<file path="config.mk">
export PLATFORM = sky130hd
export DESIGN_NAME = pio_apb_ctrl
export DESIGN_NICKNAME = d
export VERILOG_FILES = /design/src/rtl/pio_pkg.sv /design/src/rtl/pio_sync.sv /design/src/rtl/pio_debounce.sv /design/src/rtl/pio_irq_detect.sv /design/src/rtl/pio_apb_ctrl.sv
export SDC_FILE = /design/constraint.sdc
export NUM_CORES = 1
export LEC_CHECK = 0
export CORE_ASPECT_RATIO = 1.25
export CORE_MARGIN = 4
export CORE_UTILIZATION = 60
export DETAILED_ROUTE_END_ITERATION = 16
export GPL_TIMING_DRIVEN = 0
export PLACE_DENSITY = 0.78
export SKIP_LAST_GASP = 1
export SLEW_MARGIN = 10
export SYNTH_ARGS = -nofsm -noshare
export SYNTH_HDL_FRONTEND = slang
export SYNTH_HIERARCHICAL = 1
export SYNTH_SLANG_ARGS = --single-unit
</file>
<file path="constraint.sdc">
create_clock -name pclk -period 3.6 [get_ports pclk]
set_input_delay 0.72 -clock pclk [delete_from_list [all_inputs] [get_ports pclk]]
set_output_delay 0.72 -clock pclk [all_outputs]
set_load 0.1 [all_outputs]
</file>
<file path="src/rtl/pio_pkg.sv">
package pio_pkg;
  // Register byte offsets: software decodes these
  localparam logic [7:0] OFS_DIR   = 8'h00;
  localparam logic [7:0] OFS_CTRL  = 8'h04;
  localparam logic [7:0] OFS_SET   = 8'h08;
  localparam logic [7:0] OFS_CLR   = 8'h0C;
  localparam logic [7:0] OFS_OUT   = 8'h10;
  localparam logic [7:0] OFS_IN    = 8'h14;
  localparam logic [7:0] OFS_IEN   = 8'h18;
  localparam logic [7:0] OFS_SENSE = 8'h1C;
  localparam logic [7:0] OFS_BOTH  = 8'h20;
  localparam logic [7:0] OFS_POL   = 8'h24;
  localparam logic [7:0] OFS_RAW   = 8'h28;
  localparam logic [7:0] OFS_MASK  = 8'h2C;
  localparam logic [7:0] OFS_MSTAT = 8'h30;
  localparam logic [7:0] OFS_ICLR  = 8'h34;
  localparam logic [7:0] OFS_DBEN  = 8'h38;
  localparam logic [7:0] OFS_DBDIV = 8'h3C;

  // Per-pin trigger evaluation over a 32-bit plane
  function automatic logic [31:0] pio_hit(input logic [31:0] cur, input logic [31:0] prev,
                                          input logic [31:0] en, input logic [31:0] sense,
                                          input logic [31:0] both, input logic [31:0] pol);
    logic [31:0] rise, fall, edg, lvl;
    rise = cur & ~prev;
    fall = ~cur & prev;
    edg  = (both & (rise | fall)) | (~both & ((pol & rise) | (~pol & fall)));
    lvl  = (pol & cur) | (~pol & ~cur);
    return en & ((sense & lvl) | (~sense & edg));
  endfunction

  // A trigger wins over a clear in the same cycle
  function automatic logic [31:0] pio_raw_next(input logic [31:0] raw, input logic [31:0] hit,
                                               input logic [31:0] clr);
    return (raw & ~clr) | hit;
  endfunction

  function automatic logic [31:0] pio_masked(input logic [31:0] raw, input logic [31:0] mask);
    return raw & ~mask;
  endfunction
endpackage

</file>
<file path="src/rtl/pio_sync.sv">
module pio_sync #(
  parameter int unsigned W = 32
) (
  input  logic         clk,
  input  logic         rst_n,
  input  logic [W-1:0] d,
  output logic [W-1:0] q
);
  logic [W-1:0] meta;
  always_ff @(posedge clk or negedge rst_n) begin
    if (!rst_n) begin
      meta <= '0;
      q    <= '0;
    end else begin
      meta <= d;
      q    <= meta;
    end
  end
endmodule

</file>
<file path="src/rtl/pio_debounce.sv">
module pio_debounce #(
  parameter int unsigned NPINS    = 32,
  parameter int unsigned DB_TICKS = 4,
  parameter int unsigned DIV_W    = 16
) (
  input  logic             clk,
  input  logic             rst_n,
  input  logic [NPINS-1:0] din,
  input  logic [NPINS-1:0] db_en,
  input  logic [DIV_W-1:0] div,
  output logic [NPINS-1:0] dout,
  output logic             tick
);
  localparam int unsigned CW = $clog2(DB_TICKS) + 1;

  logic [DIV_W-1:0] tcnt;
  assign tick = (tcnt == div);

  always_ff @(posedge clk or negedge rst_n) begin
    if (!rst_n)    tcnt <= '0;
    else if (tick) tcnt <= '0;
    else           tcnt <= tcnt + 1'b1;
  end

  for (genvar i = 0; i < NPINS; i++) begin : g_pin
    logic          st;
    logic [CW-1:0] cnt;
    always_ff @(posedge clk or negedge rst_n) begin
      if (!rst_n) begin
        st  <= 1'b0;
        cnt <= '0;
      end else if (!db_en[i]) begin
        st  <= din[i];          // track so enabling causes no glitch
        cnt <= '0;
      end else if (tick) begin
        if (din[i] != st) begin
          if (cnt == CW'(DB_TICKS - 1)) begin
            st  <= din[i];
            cnt <= '0;
          end else begin
            cnt <= cnt + 1'b1;
          end
        end else begin
          cnt <= '0;
        end
      end
    end
    assign dout[i] = db_en[i] ? st : din[i];
  end
endmodule

</file>
<file path="src/rtl/pio_irq_detect.sv">
module pio_irq_detect
  import pio_pkg::*;
#(
  parameter int unsigned NPINS = 32
) (
  input  logic             clk,
  input  logic             rst_n,
  input  logic [NPINS-1:0] pin_v,
  input  logic [NPINS-1:0] en,
  input  logic [NPINS-1:0] sense,
  input  logic [NPINS-1:0] both,
  input  logic [NPINS-1:0] pol,
  input  logic [NPINS-1:0] clr,
  input  logic [NPINS-1:0] mask,
  output logic [NPINS-1:0] hit,
  output logic [NPINS-1:0] raw,
  output logic [NPINS-1:0] masked,
  output logic             irq
);
  logic [NPINS-1:0] prev;
  logic [31:0]      hit_w, nxt_w, msk_w;

  assign hit_w  = pio_hit(32'(pin_v), 32'(prev), 32'(en), 32'(sense), 32'(both), 32'(pol));
  assign hit    = hit_w[NPINS-1:0];
  assign nxt_w  = pio_raw_next(32'(raw), 32'(hit), 32'(clr));
  assign msk_w  = pio_masked(32'(raw), 32'(mask));
  assign masked = msk_w[NPINS-1:0];
  assign irq    = |masked;

  always_ff @(posedge clk or negedge rst_n) begin
    if (!rst_n) begin
      prev <= '0;
      raw  <= '0;
    end else begin
      prev <= pin_v;
      raw  <= nxt_w[NPINS-1:0];
    end
  end
endmodule

</file>
<file path="src/rtl/pio_apb_ctrl.sv">
module pio_apb_ctrl
  import pio_pkg::*;
#(
  parameter int unsigned NPINS    = 32,
  parameter int unsigned ADDR_W   = 8,
  parameter int unsigned DB_TICKS = 4,
  parameter int unsigned DIV_W    = 16
) (
  input  logic              pclk,
  input  logic              presetn,
  input  logic              psel,
  input  logic              penable,
  input  logic              pwrite,
  input  logic [ADDR_W-1:0] paddr,
  input  logic [31:0]       pwdata,
  output logic [31:0]       prdata,
  output logic              pready,
  input  logic [NPINS-1:0]  gpio_in,
  output logic [NPINS-1:0]  gpio_out,
  output logic [NPINS-1:0]  gpio_oe,
  output logic              irq
);
  logic [NPINS-1:0] dir_q, out_q, ien_q, sense_q, both_q, pol_q, mask_q, db_en_q;
  logic [DIV_W-1:0] div_q;
  logic [NPINS-1:0] pin_s, pin_v, hit, raw_q, masked;
  logic             tick;

  // Named write events
  logic             wr;
  logic [NPINS-1:0] set_pulse, clr_pulse, icl_pulse;

  assign wr        = psel & penable & pwrite;
  assign set_pulse = (wr && paddr == ADDR_W'(OFS_SET))  ? pwdata[NPINS-1:0] : '0;
  assign clr_pulse = (wr && paddr == ADDR_W'(OFS_CLR))  ? pwdata[NPINS-1:0] : '0;
  assign icl_pulse = (wr && paddr == ADDR_W'(OFS_ICLR)) ? pwdata[NPINS-1:0] : '0;

  always_ff @(posedge pclk or negedge presetn) begin
    if (!presetn) begin
      dir_q   <= '0;
      out_q   <= '0;
      ien_q   <= '0;
      sense_q <= '0;
      both_q  <= '0;
      pol_q   <= '0;
      mask_q  <= '0;
      db_en_q <= '0;
      div_q   <= '0;
    end else begin
      out_q <= (out_q | set_pulse) & ~clr_pulse;
      if (wr) begin
        case (paddr)
          ADDR_W'(OFS_DIR):   dir_q   <= pwdata[NPINS-1:0];
          ADDR_W'(OFS_IEN):   ien_q   <= pwdata[NPINS-1:0];
          ADDR_W'(OFS_SENSE): sense_q <= pwdata[NPINS-1:0];
          ADDR_W'(OFS_BOTH):  both_q  <= pwdata[NPINS-1:0];
          ADDR_W'(OFS_POL):   pol_q   <= pwdata[NPINS-1:0];
          ADDR_W'(OFS_MASK):  mask_q  <= pwdata[NPINS-1:0];
          ADDR_W'(OFS_DBEN):  db_en_q <= pwdata[NPINS-1:0];
          ADDR_W'(OFS_DBDIV): div_q   <= pwdata[DIV_W-1:0];
          default: ;
        endcase
      end
    end
  end

  pio_sync #(.W(NPINS)) u_sync (
    .clk(pclk), .rst_n(presetn), .d(gpio_in), .q(pin_s)
  );

  pio_debounce #(.NPINS(NPINS), .DB_TICKS(DB_TICKS), .DIV_W(DIV_W)) u_db (
    .clk(pclk), .rst_n(presetn), .din(pin_s), .db_en(db_en_q), .div(div_q),
    .dout(pin_v), .tick(tick)
  );

  pio_irq_detect #(.NPINS(NPINS)) u_det (
    .clk(pclk), .rst_n(presetn), .pin_v(pin_v), .en(ien_q), .sense(sense_q),
    .both(both_q), .pol(pol_q), .clr(icl_pulse), .mask(mask_q),
    .hit(hit), .raw(raw_q), .masked(masked), .irq(irq)
  );

  always_comb begin
    prdata = '0;
    case (paddr)
      ADDR_W'(OFS_DIR):   prdata = 32'(dir_q);
      ADDR_W'(OFS_OUT):   prdata = 32'(out_q);
      ADDR_W'(OFS_IN):    prdata = 32'(pin_v);
      ADDR_W'(OFS_IEN):   prdata = 32'(ien_q);
      ADDR_W'(OFS_SENSE): prdata = 32'(sense_q);
      ADDR_W'(OFS_BOTH):  prdata = 32'(both_q);
      ADDR_W'(OFS_POL):   prdata = 32'(pol_q);
      ADDR_W'(OFS_RAW):   prdata = 32'(raw_q);
      ADDR_W'(OFS_MASK):  prdata = 32'(mask_q);
      ADDR_W'(OFS_MSTAT): prdata = 32'(masked);
      ADDR_W'(OFS_DBEN):  prdata = 32'(db_en_q);
      ADDR_W'(OFS_DBDIV): prdata = 32'(div_q);
      default:            prdata = '0;
    endcase
  end

  assign pready   = 1'b1;
  assign gpio_out = out_q;
  assign gpio_oe  = dir_q;
endmodule

</file>
After elaboration in Yosys (flattened, before gate mapping)
Index checks and enable logic that the tools add are counted.

storage, ports and cells
  bits in registers = 544
  bits of input ports = 77
  output and inout port bits = 98
  word-level logic and storage cells = 655

operators by class
  mux-type cells = 293
  equality and inequality tests = 175
  reductions and logical operators = 45
  $add $sub $neg = 33
  bitwise logic cells = 31

operators with widths
  operator                 count
  $and A32 B32 Y32         14
  $mux W3                  128
  $pmux W32 S12            1
  $not A32 Y32             8
  $or A32 B32 Y32          7
  $ne A2 B1 Y1 const B     96
  $mux W1                  160
  $add A3 B1 Y3 const B    32
  $eq A3 B2 Y1 const B     32
  $mux W32                 3
  $reduce_and A3 Y1        32
  $eq A8 B6 Y1 const B     8
  $eq A8 B5 Y1 const B     4
  $ne A1 B1 Y1             32
  $reduce_or A32 Y1        1
  $add A16 B1 Y16 const B  1
  $eq A16 B16 Y1           1
  $eq A8 B4 Y1 const B     2
  $mux W16                 1
  $reduce_and A2 Y1        8
  $logic_not A8 Y1         1
  $logic_and A1 B1 Y1      3
  $and A1 B1 Y1            2

Logic depth before layout (Yosys ltp)
  depth in word-level cells = 11
  depth in mapped cells = 9
  mapped depth without buffers = 7

Modules after synthesis
The synthesis kept the hierarchy.

modules (own cells, without submodules)
  module          cells an instance  seq. area each (um^2)  area each (um^2)  instances
  pio_apb_ctrl    1125               6806.5                 13854.5           1
  pio_debounce    719                3603.5                 7613.6            1
  pio_irq_detect  523                1601.5                 4895.9            1
  pio_sync        64                 1601.5                 1601.5            1

Worst setup path after synthesis
Ideal clock, no wire load.

  kind = input port to output port
  start = in paddr[2]
  end = out prdata[2]
  cell stages on the path = 5
  path buffers = 3
  path slack = -2.204 ns
  data required time = 2.880 ns
  data arrival time = 5.084 ns
  cell sequence = buf_2 > buf_2 > buf_1 > mux2i_1 > o311ai_0

between the ends
  longest elaborated chain between the ends = 2

RTL lines
  element                               RTL line            source
  from (decl)                           pio_apb_ctrl.sv:14  input logic [ADDR_W-1:0] paddr,
  $eq A8 B6 Y1 (tied with other cells)  pio_apb_ctrl.sv:83  case (paddr)
  $pmux W32 S12 *                       pio_apb_ctrl.sv:83
  to (decl)                             pio_apb_ctrl.sv:16  output logic [31:0] prdata,

Every way passes the cells marked *; elsewhere a longest branch is shown, timed or not.

Final worst setup path
  start = in paddr[3]
  end = out prdata[0]

The elaborated chain is that of the path after synthesis.

==> flow_summary.yaml <==
clock_tree:
  clock_path_buffers: 3
  root_buffer: "clkbuf_16"
  path_clk_slew_ns: 0.06
  cts.htree.levels: 2
  insertion_delay_ns: 0.62
  cts_tree: "yes"
  numCtsBuffers: 55
  cts_sinks: 544
final_layout:
  diodes: 0
  fill_cells: 3230
  final_cells: 3259
  area_delta_synth_final_pct: 18.1
  layout-drive-gt1-share_pct: 25.8
  nets: 2804
placed_design:
  dp_cells: 3145
  pre_cts_ws_ns: -2.02
  gp_congestion: 1.00
  hpwlAfterDp_mm: 64.0
  place.port_buffers: 154
setup_path:
  crit_path_end_kind: "output pin"
  crit_buf_inv: 4
  arrival_ns: 2.95
  crit_type: "in2out"
  crit_fanout: 10
  crit_path_cell_trace: "dlygate4sd2_1 > buf_6 > nor4b_2 > clkbuf_4 > a21oi_1 > o211ai_1 > buf_6"
  rrSetupSlack_ns: 0.29
  critPathMaxStageDelay_ns: 0.45
  cpMaxStageDelayCell: "o211ai_1"
  crit_top_cell: "buf_6"
  start_kind: "primary input"
  critical_path_required_ns: 2.88
  critPathTopFamily: "buffers and inverters"
global_route:
  grt_pass1_vias: 21981
  grt_pass1_wl_mm: 137
  gr-total-overflow: 0
  grt_max_degree: 112
  antenna_found_initial: 2
  grt_usage_pct: 36.1
min_path:
  hp-class: "in2async"
floorplanning:
  die_w_um: 201
  core_um2: 46000
  die_y_um: 249
  dieArea_um2: 49900
  start_util_pct: 60.5
  num_rows: 88
  boundaryPins: 175
timing:
  fin_crit_sh_pct: 102
  tightest_slew_ns: 1.03
  relSlewSlack_pct: 31.0
  layout_setup_ws_ns: -0.0732
  setup_viol: 7
  period_needed_ns: 3.67
  fin_skew_ns: 0.0136
  final_hold_viol_count: 0
  drv_slew: 0
  max_freq_ghz: 0.272
  holdWs_ns: 0.0233
  rsz0062_at_grt: "yes"
routing:
  drt-pass1-iter-count: 6
  drc: 0
  vias_per_cell: 6.61
  detail_route.iter0.violations: 2340
  ant_nets: 0
  routed_wl_mm: 92.2
  dr_total_vias: 21545
  drt-wirelength-per-cell_um: 28.3
synthesis:
  avgSynthCellArea_um2: 11.6
  yosysWarnings: 6
  syn_nets: 2573
  syn_area_um2: 27800
  syn_inst: 2399
power:
  leakage_uw: 0.0155
  peakVddDrop_mv: 0.395
  powerDensity_nw_per_um2: 449
job:
  max_cap_viol_count: 0
status:
  violations: "negative setup slack"
  status: "complete, but fails checks"
## cell type report
class	count	area (µm²)	share of cell area, %
Multi-Input combinational cell	1578	13300	40.3
Clock inverter	16	265	0.806
Buffer	142	970	2.95
Inverter	130	488	1.48
Tap cell	585	732	2.22
Timing Repair Buffer	179	1870	5.70
Clock buffer	85	1690	5.14
Sequential cell	544	13600	41.4
## repair_timing
| action | in CTS | in global routing |
|---|---|---|
| buffers inserted | 18 | 0 |
| hold buffers | 0 | 0 |
| gates resized for setup | 297 | 20 |
| gates cloned | 0 | 0 |
| pin swaps | 9 | 3 |
| endpoints found under the setup margin | 33 | 19 |
## placed cells by master, fill, tap and decap left out, types with 37 or more instances in the layout
cell type,instances
nand2_1,67
nor2b_1,63
clkdlybuf4s50_1,115
clkbuf_1,42
buf_2,56
inv_1,130
nand2b_1,41
dfrtp_1,543
clkbuf_16,59
and2_1,38
buf_6,39
o22ai_1,37
o21ai_0,58
xor2_1,45
nor2_1,63
nand3_1,74
ha_1,97
mux2i_1,40
xnor2_1,49
a21oi_1,136
mux2_2,310
a22oi_1,40
buf_4,38
## stage by stage
stage / setup TNS (ns) / util, % / total power [µW] / instance area [µm²]
2_1_floorplan: -3.22 / - / 7570 / 28100
3_3_place_gp: - / 65.9 / 8520 / 30300
3_5_place_dp: -66.58 / 66.3 / 8580 / 30500
4_1_cts: 0 / 71.4 / 14800 / 32800
5_1_grt: -0.0313 / 71.5 / 15200 / 32900
6_report: -0.160 / 71.5 / 14800 / 32900
## registers in the layout, indices dropped and copies added (netlist names), 32 cells and up
| register | cells |
|---|---|
| db_en_q | 32 |
| mask_q | 32 |
| u_db/g_pin.cnt | 96 |
| gpio_oe | 32 |
| both_q | 32 |
| pol_q | 32 |
| u_db/g_pin.st | 32 |
| ien_q | 32 |
| u_det/prev | 32 |
| gpio_out | 32 |
| u_sync/q | 32 |
| u_det/raw | 32 |
| u_sync/meta | 32 |
| sense_q | 32 |
## layer usage
layer | part of all wire, % | wire length, µm | track usage (%) | vias up
met5 | 0.0076 | 7 | 0 | -
met4 | 7.8 | 7200 | 22.3 | 2
met3 | 9.9 | 9160 | 9.53 | 361
met2 | 46 | 42600 | 58.1 | 1260
met1 | 36 | 33200 | 43.6 | 10826
li1 | - | - | - | 9096
## path summary, 6_finish.rpt
check | from | to | cells after the start
min in group pclk | u_sync/meta[20]$_DFF_PN0_ | u_sync/q[20]$_DFF_PN0_ | 0
worst max register to register | div_q[14]$_DFFE_PN0P_ | u_db/g_pin[3].cnt[0]$_DFFE_PN0P_ | 8
worst max-delay path | paddr[3] | prdata[0] | 7
worst min register to register | u_sync/meta[20]$_DFF_PN0_ | u_sync/q[20]$_DFF_PN0_ | 0
worst min-delay path | presetn | u_sync/q[4]$_DFF_PN0_ | 1
max in group asynchronous | presetn | db_en_q[20]$_DFFE_PN0P_ | 3
## power by group
part	switching (µW)	leakage (µW)	internal [µW]
Sequential	146	0.00712	6260
Clock	2510	0.000951	3720
Combinational	1550	0.00743	587
Note: power is estimated with default switching activity, not from simulation.
